--- config.mk ---
export PLATFORM = sky130hd
export DESIGN_NAME = irq_delegated_select
export DESIGN_NICKNAME = d
export VERILOG_FILES = /design/src/rtl/irq_sel_pkg.sv /design/src/rtl/irq_level_gate.sv /design/src/rtl/irq_lowest_pick.sv /design/src/rtl/irq_cause_fmt.sv /design/src/rtl/irq_delegated_select.sv
export SDC_FILE = /design/constraint.sdc
export NUM_CORES = 1
export LEC_CHECK = 0
export BUFFER_PORTS_ARGS = -buffer_cell sky130_fd_sc_hd__buf_4
export CORE_MARGIN = 1
export CORE_UTILIZATION = 40
export CTS_CLUSTER_DIAMETER = 100
export DETAILED_ROUTE_END_ITERATION = 12
export GPL_TIMING_DRIVEN = 0
export PLACE_DENSITY_LB_ADDON = 0.3
export SKIP_CTS_REPAIR_TIMING = 1
export SLEW_MARGIN = 10
export SYNTH_ARGS = -nofsm -noshare
export SYNTH_HDL_FRONTEND = slang
export SYNTH_SLANG_ARGS = --single-unit
export TNS_END_PERCENT = 1
--- constraint.sdc ---
create_clock -name clk -period 2.3 [get_ports clk]
set_input_delay 0.46 -clock clk [delete_from_list [all_inputs] [get_ports clk]]
set_output_delay 0.46 -clock clk [all_outputs]
set_load 0.05 [all_outputs]
--- src/rtl/irq_sel_pkg.sv ---
package irq_sel_pkg;
  typedef enum logic [1:0] {
    PRIV_USER  = 2'd0,
    PRIV_SUPER = 2'd1,
    PRIV_MACH  = 2'd3
  } priv_lvl_e;

  function automatic int idx_width(input int n);
    return (n > 1) ? $clog2(n) : 1;
  endfunction
endpackage

--- src/rtl/irq_level_gate.sv ---
module irq_level_gate
  import irq_sel_pkg::*;
#(
  parameter int NUM_IRQ = 16
) (
  input  logic [NUM_IRQ-1:0] cand_i,
  input  logic [NUM_IRQ-1:0] deleg_i,
  input  logic [1:0]         priv_i,
  input  logic               m_gie_i,
  input  logic               s_gie_i,
  output logic [NUM_IRQ-1:0] elig_o
);
  logic mach_ok;
  logic sup_ok;

  // level-wide permission, computed once and then spread over the bits
  always_comb begin
    mach_ok = (priv_i < 2'(PRIV_MACH))  || ((priv_i == 2'(PRIV_MACH))  && m_gie_i);
    sup_ok  = (priv_i < 2'(PRIV_SUPER)) || ((priv_i == 2'(PRIV_SUPER)) && s_gie_i);
  end

  assign elig_o = (cand_i & ~deleg_i & {NUM_IRQ{mach_ok}})
                | (cand_i &  deleg_i & {NUM_IRQ{sup_ok}});
endmodule

--- src/rtl/irq_lowest_pick.sv ---
module irq_lowest_pick
  import irq_sel_pkg::*;
#(
  parameter int NUM_IRQ = 16,
  localparam int IDX_W = idx_width(NUM_IRQ)
) (
  input  logic [NUM_IRQ-1:0] vec_i,
  output logic               found_o,
  output logic [IDX_W-1:0]   idx_o
);
  logic [NUM_IRQ-1:0] lower_set;
  logic [NUM_IRQ-1:0] first_hot;

  assign lower_set[0] = 1'b0;
  for (genvar i = 1; i < NUM_IRQ; i++) begin : g_chain
    assign lower_set[i] = lower_set[i-1] | vec_i[i-1];
  end

  for (genvar i = 0; i < NUM_IRQ; i++) begin : g_hot
    assign first_hot[i] = vec_i[i] & ~lower_set[i];
  end

  always_comb begin
    idx_o = '0;
    for (int i = 0; i < NUM_IRQ; i++) begin
      if (first_hot[i]) idx_o = idx_o | IDX_W'(i);
    end
  end

  assign found_o = |vec_i;
endmodule

--- src/rtl/irq_cause_fmt.sv ---
module irq_cause_fmt #(
  parameter int XLEN  = 32,
  parameter int IDX_W = 4
) (
  input  logic             found_i,
  input  logic [IDX_W-1:0] idx_i,
  output logic [XLEN-1:0]  cause_o
);
  always_comb begin
    cause_o = '0;
    if (found_i) begin
      cause_o[XLEN-1]    = 1'b1;
      cause_o[IDX_W-1:0] = idx_i;
    end
  end
endmodule

--- src/rtl/irq_delegated_select.sv ---
module irq_delegated_select
  import irq_sel_pkg::*;
#(
  parameter int XLEN    = 32,
  parameter int NUM_IRQ = 16,
  parameter bit REG_OUT = 1'b1
) (
  input  logic               clk,
  input  logic               rst,
  input  logic [NUM_IRQ-1:0] pend_i,
  input  logic [NUM_IRQ-1:0] enab_i,
  input  logic [NUM_IRQ-1:0] deleg_i,
  input  logic [1:0]         priv_i,
  input  logic               m_gie_i,
  input  logic               s_gie_i,
  output logic               take_o,
  output logic [XLEN-1:0]    cause_o
);
  localparam int IDX_W = idx_width(NUM_IRQ);

  logic [NUM_IRQ-1:0] cand;
  logic [NUM_IRQ-1:0] elig;
  logic               found;
  logic [IDX_W-1:0]   win_idx;
  logic [XLEN-1:0]    cause_d;

  assign cand = pend_i & enab_i;

  irq_level_gate #(.NUM_IRQ(NUM_IRQ)) u_gate (
    .cand_i  (cand),
    .deleg_i (deleg_i),
    .priv_i  (priv_i),
    .m_gie_i (m_gie_i),
    .s_gie_i (s_gie_i),
    .elig_o  (elig)
  );

  irq_lowest_pick #(.NUM_IRQ(NUM_IRQ)) u_pick (
    .vec_i   (elig),
    .found_o (found),
    .idx_o   (win_idx)
  );

  irq_cause_fmt #(.XLEN(XLEN), .IDX_W(IDX_W)) u_fmt (
    .found_i (found),
    .idx_i   (win_idx),
    .cause_o (cause_d)
  );

  if (REG_OUT) begin : g_reg
    always_ff @(posedge clk) begin
      if (rst) begin
        take_o  <= 1'b0;
        cause_o <= '0;
      end else begin
        take_o  <= found;
        cause_o <= cause_d;
      end
    end
  end else begin : g_comb
    assign take_o  = found;
    assign cause_o = cause_d;
  end
endmodule

==> impl_metrics.toml, run 1 <==
[routing]
first_iter_violations = 29
routedWlPerCell_um = 11.0
firstDrtPassIters = 5
maxUsedRoutingLayer = "met3"
num_vias = 1431
drtAntennaViolNets = 0
post-route-drc-count = 0
routed_via_density = 5.09
wl_met1_um = 1320
met3_length_um = 290
wl_um = 3080
met2_length_um = 1460

[synth]
synth_ff_type = "dfxtp_1"
synth_cells = 163
ys_ff_latch = 5
netlist_area_sq_um = 1120
async_flop_share_pct = 0
syn_avg_cell_area_sq_um = 6.88
yosysUniqueCellTypes = 41
synth_edf_count = 0
yosys.area.top_type = "buf_4"
ys_seq_area_share_pct = 8.93
ys_warn_count = 0
synth.area.top_cells = "buf_4 20%, dfxtp_1 8.9%, nand3_1 8.0%"
synth_top_area_share_pct = 20.1

[grt]
grt_usage_pct = 20.7
grt_max_degree = 11
grt_pass1_wl_um = 4730
grt_overflow_total = 0
first_global_vias = 1225
grt_antenna_before_repair = 0

[sta]
period_needed_ns = 2.00
finalHoldViolCount = 0
rsz0062_at_grt = "no"
setup_viol = 0
setup_tns_ns = 0
period_share_pct = 87.2
fmax_mhz = 499
finalMaxSlewViolations = 0

[critical_path]
cp.arrival_ns = 2.17
cp_top_family = "simple AND/OR/NAND/NOR gates"
crit_chain = "buf_4 > and2b_1 > buf_6 > nor2_1 > buf_2 > a22oi_1 > nand3_1 > or2_2 > a31oi_1"
critPathSlowestCell = "or2_2"
critPathCaptureType = "flop"
worst-path-stages = 9
startpoint_type = "input pin"
crit_buf_inv = 3
crit_type = "input pin to flop"
crit_end = "cause_o[1]"
crit_required_ns = 2.46
path_max_fanout = 10
worst_path_largest_cell_delay_ns = 0.34
crit_path_start = "s_gie_i"

[floorplan]
coreArea_sq_um = 2570
die_w_um = 54.9
start_util_pct = 43.7
rows = 18
io_pins = 87
die_area_sq_um = 3020
fp.dieH_um = 54.9

[final_layout]
drive_gt1_share_pct = 38.6
final_core_util_pct = 66.9
fin_nets = 306
syn2layout_area_growth_pct = 53.2
n_antenna_cell = 0
layout_commonest_cell = "buf_4"
nFillCells = 245
layout.cells.non_filler = 281
final_cell_mix = "88 x buf_4, 27 x conb_1, 19 x nand2_1"
design_area_sq_um = 1720

[placed_design]
portBuffers = 58
dp_cells = 277
place_hpwl_um = 2610
routabilityCongestion = 0.867
dpl_cell_area_sq_um = 1690

[job]
maxCapViolCount = 0

[power_and_ir_drop]
p_leak_nw = 0.877
ir_worst_vdd_v = 0.000311
power_density_nw_per_um2 = 363

[clock_tree]
path_clk_slew_ns = 0.04
clockBufferDepth = 2
htreeDepth = 1
cts.sinks = 5
cts_tree = "done"
cts_made_buffers = 3
cts_root_buf = "clkbuf_4"

[hold_path]
hold_path_class = "input pin to flop"
worstHoldStart = "rst"

[outcome]
status = "complete, no violations"
==> state kept, by name, indices dropped and copies added (netlist names) <==
signal and cells:
take_o 1, cause_o 4
==> cells in the mapped netlist (2+ instances only) <==
cell	n
o22ai_1	2
nor3b_1	2
o21ai_0	8
nand3b_1	11
a31oi_1	3
o221ai_1	2
o2111ai_1	5
a21o_1	2
buf_6	2
a22oi_1	6
nand4_1	3
nand2_1	19
nand3_1	18
buf_4	30
nor2_1	8
dfxtp_1	5
a21oi_1	13
==> worst min-delay path by stage <==
stage                       to  cells after the start
floorplan           cause_o[2]                      1
global route        cause_o[3]                      2
finish              cause_o[2]                      2
CTS                 cause_o[3]                      2
detailed placement  cause_o[3]                      2
global placement    cause_o[2]                      2
==> area by class of cell <==
type	count	area, sq um	area share (%)
plain buffers	34	256	14.9
clock buffers	4	26.3	1.53
inverters	1	3.75	0.218
multi-input cells	149	858	50.0
flip-flops and latches	5	100	5.83
well taps	30	37.5	2.18
repair buffers	58	435	25.3
==> layer usage <==
layer,up-vias,global-route usage (%)
li1,746,-
met1,616,24.8
met2,69,38.6
met3,0,4.37
met4,0,2.50
met5,-,0
==> power by group <==
| part | total [mW] | switching (mW) | internal (mW) |
|---|---|---|---|
| Sequential | 0.0992 | 0.00279 | 0.0964 |
| Clock | 0.100 | 0.0346 | 0.0655 |
| Combinational | 0.425 | 0.255 | 0.170 |
| Total | 0.624 | 0.292 | 0.332 |
==> kinds of logic (layout without fill, tap and decap cells) <==
logic type             count (synthesis)  after routing  share of synthesized area, %
buffers and inverters                 35             97                          23.2
other                                  1             27                         0.335
AOI/OAI and AO/OA                     53             53                          34.7
DFF                                    5              5                          8.93
and+or+nand+nor                       69             69                          32.8
==> through the flow <==
| stage | total power [mW] | hold WS (ns) | setup WS, ns |
|---|---|---|---|
| after floorplan | 0.393 | 0.536 | 0.389 |
| after global placement | 0.518 | 0.645 | 0.117 |
| after detailed placement | 0.522 | 0.651 | 0.0480 |
| after CTS | 0.624 | 0.403 | 0.296 |
| after global routing | 0.669 | 0.394 | 0.174 |
| final | 0.624 | 0.403 | 0.296 |
No activity file was read; power rests on OpenSTA's default activity.
==> run 2, diff against run 1 <==
CTS_CLUSTER_DIAMETER = default   (was 100)
GPL_TIMING_DRIVEN = default   (was 0)
==> impl_metrics.toml, run 2 (synthesis gave the netlist of run 1 again) <==
[routing]
num_vias = 1370
wl_um = 3060
routedWlPerCell_um = 12.0
firstDrtPassIters = 4
first_iter_violations = 59
routed_via_density = 5.37
drtAntennaViolNets = 0
post-route-drc-count = 0

[critical_path]
path_max_fanout = 7
crit_required_ns = 2.48
critPathCaptureType = "flop"
crit_type = "input pin to flop"
startpoint_type = "input pin"
cp.arrival_ns = 2.19

[job]
maxCapViolCount = 0

[final_layout]
layout_commonest_cell = "buf_4"
reg_top3 = "cause_o x4, take_o x1"
top_register = "cause_o"
syn2layout_area_growth_pct = 35.7
largest_reg_flops = 4
drive_gt1_share_pct = 32.0
final_cell_mix = "66 x buf_4, 27 x conb_1, 19 x nand2_1"
fin_nets = 280
design_area_sq_um = 1520
n_antenna_cell = 0
nFillCells = 257

[clock_tree]
cts_root_buf = "clkbuf_4"
cts.sinks = 5
clockBufferDepth = 2
cts_made_buffers = 3
cts_tree = "done"
htreeDepth = 1
path_clk_slew_ns = 0.04

[grt]
grt_pass1_wl_um = 4760
grt_antenna_before_repair = 0
grt_overflow_total = 0
grt_max_degree = 11
first_global_vias = 1150
grt_usage_pct = 21.7

[placed_design]
dpl_cell_area_sq_um = 1500
routabilityCongestion = 0.927
place_hpwl_um = 2550
portBuffers = 59

[sta]
finalHoldViolCount = 0
fmax_mhz = 497
setup_tns_ns = 0
period_needed_ns = 2.01
setup_viol = 0
finalMaxSlewViolations = 0
rsz0062_at_grt = "no"
period_share_pct = 87.5

[floorplan]
coreArea_sq_um = 2570
die_area_sq_um = 3020
die_w_um = 54.9
io_pins = 87
rows = 18
start_util_pct = 43.7
fp.dieH_um = 54.9

[hold_path]
hold_path_class = "input pin to flop"

[power_and_ir_drop]
ir_worst_vdd_v = 0.000392
p_leak_nw = 0.737
power_density_nw_per_um2 = 388

[outcome]
status = "complete, no violations"
[run 2: layout make-up]
| type | instances | area (sq um) | area share (%) |
|---|---|---|---|
| Multi-Input combinational cell | 149 | 858 | 56.4 |
| Timing Repair Buffer | 66 | 495 | 32.6 |
| Clock buffer | 4 | 26.3 | 1.73 |
| Tap cell | 30 | 37.5 | 2.47 |
| Inverter | 1 | 3.75 | 0.247 |
| Sequential cell | 5 | 100 | 6.58 |
[run 2: where the power goes]
group	total, mW	leakage (nW)	switching [mW]	internal [mW]
sequential	0.0990	0.0414	0.00264	0.0964
clock	0.104	0.0150	0.0382	0.0657
combinational	0.388	0.681	0.249	0.139
total	0.591	0.737	0.290	0.301
[run 2: final timing paths]
| check | cells after the start | startpoint | to | slack [ns] |
|---|---|---|---|---|
| max | 8 | s_gie_i | cause_o[0] | 0.29 |
| min | 2 | rst | cause_o[3] | 0.39 |
[run 2: metal layers]
metal,share of wire (%),track usage (%),vias up
li1,-,-,693
met1,41,24.5,590
met2,46,38.8,79
met3,11,7.10,8
met4,1.3,5.83,0
met5,0,0,-
[run 2: per-stage QoR]
stage / hold WS, ns / worst slack, ns / total power [mW] / utilization [%] / cells
2_1_floorplan: 0.536 / 0.389 / 0.393 / - / 189
6_report: 0.391 / 0.288 / 0.591 / 59.3 / 255
5_1_grt: 0.375 / 0.177 / 0.635 / 59.3 / 255
4_1_cts: 0.384 / 0.298 / 0.595 / 59.3 / 255
3_5_place_dp: 0.648 / 0.0443 / 0.487 / 58.2 / 251
3_3_place_gp: 0.644 / 0.128 / 0.486 / 58.2 / 251
[run 2: worst max-delay path: stages]
cell and delay, ns:
buf_4 0.10, and2b_1 0.22, buf_4 0.14, or2_1 0.27, a21oi_1 0.10, or4b_1 0.52, a31o_1 0.23, a31oi_1 0.14
==> run 3, diff against run 2 <==
REMOVE_ABC_BUFFERS = 1   (was default)
SLEW_MARGIN = default   (was 10)
==> impl_metrics.toml, run 3 (synthesis gave the netlist of run 1 again) <==
[outcome]
status = "complete, no violations"

[power_and_ir_drop]
p_sw_mw = 0.285
ir_worst_vdd_v = 0.000339
seq_power_share_pct = 17.0
clkPwrFrac_pct = 17.3
combPwrFrac_pct = 65.6
swShare_pct = 48.9
power_density_nw_per_um2 = 388
p_leak_nw = 0.722
intPower_mw = 0.298

[grt]
grt_max_degree = 14
grt_antenna_before_repair = 0
grt_overflow_total = 0
first_global_vias = 1047
grt_pass1_wl_um = 4310
grt_usage_pct = 19.0

[routing]
drtAntennaViolNets = 0
post-route-drc-count = 0
wl_um = 2890
firstDrtPassIters = 4
routed_via_density = 5.34
num_vias = 1345
routedWlPerCell_um = 11.4
first_iter_violations = 40

[clock_tree]
cts_made_buffers = 3
clockBufferDepth = 2
cts_root_buf = "clkbuf_4"
htreeDepth = 1
cts_tree = "done"
path_clk_slew_ns = 0.04
cts.sinks = 5

[sta]
max_slew_margin_pct = 62.4
period_share_pct = 82.7
rsz0062_at_grt = "no"
setup_tns_ns = 0
worst_pin_slew_ns = 0.563
timing.hold.ws_ns = 0.405
setup_viol = 0
finalMaxSlewViolations = 0
finalHoldViolCount = 0
fmax_mhz = 526
timing.final.ws_setup_ns = 0.399
period_needed_ns = 1.90

[critical_path]
cp.arrival_ns = 2.07
crit_type = "input pin to flop"
startpoint_type = "input pin"
critPathCaptureType = "flop"
crit_required_ns = 2.47
path_max_fanout = 6

[final_layout]
final_cell_mix = "63 x buf_4, 27 x conb_1, 19 x nand2_1"
layout_commonest_cell = "buf_4"
syn2layout_area_growth_pct = 33.9
largest_reg_flops = 4
reg_top3 = "cause_o x4, take_o x1"
fin_nets = 277
nFillCells = 255
drive_gt1_share_pct = 31.5
n_antenna_cell = 0
final_core_util_pct = 58.5
top_register = "cause_o"

[floorplan]
start_util_pct = 43.7
die_w_um = 54.9
coreArea_sq_um = 2570
die_area_sq_um = 3020
io_pins = 87
rows = 18
fp.dieH_um = 54.9

[hold_path]
hold_path_class = "input pin to flop"

[placed_design]
routabilityCongestion = 0.842
place_hpwl_um = 2490
portBuffers = 59
dpl_worst_slack_ns = 0.0110

[job]
maxCapViolCount = 0
run 3: cell types whose count changed in the layout (fill, tap and decap cells not counted), sizes merged:
cell	previous run	this run
buf	66	63
run 3: worst max-delay path, stage by stage:
cell and delay, ns:
buf_4 0.10, and2b_1 0.27, or2_1 0.27, a21oi_1 0.10
or4b_1 0.50, a31o_1 0.22, a31oi_1 0.14
run 3: through the flow:
stage                     cell area (sq um)  power, mW  instances
after floorplan                         962      0.346        155
after global placement                 1470      0.480        248
after detailed placement               1470      0.481        248
after CTS                              1500      0.583        252
after global routing                   1500      0.619        252
final                                  1500      0.583        252
run 3: layout make-up:
type,instances,area [sq um],share of cell area [%]
Tap cell,30,37.5,2.50
Clock buffer,4,26.3,1.75
Inverter,1,3.75,0.250
Timing Repair Buffer,63,473,31.5
Multi-Input combinational cell,149,861,57.3
Sequential cell,5,100,6.67
run 3: metal layers:
layer	GRT usage, %	share of wire (%)	up-vias
met4	1.25	0	0
li1	-	-	685
met5	0	0	-
met3	2.73	10	0
met2	33.3	47	78
met1	25.5	43	582
run 3: worst paths after layout:
kind	slack [ns]	to	cells after the start	start
min	0.41	cause_o[2]	2	rst
max	0.40	cause_o[0]	7	s_gie_i
run 3: power groups by stage:
stage / combinational (mW) / sequential (mW) / clock (mW)
6_report: 0.382 / 0.0990 / 0.101
5_1_grt: 0.412 / 0.100 / 0.107
4_1_cts: 0.381 / 0.0993 / 0.103
3_5_place_dp: 0.380 / 0.101 / 0
3_3_place_gp: 0.379 / 0.101 / 0
2_1_floorplan: 0.207 / 0.139 / 0
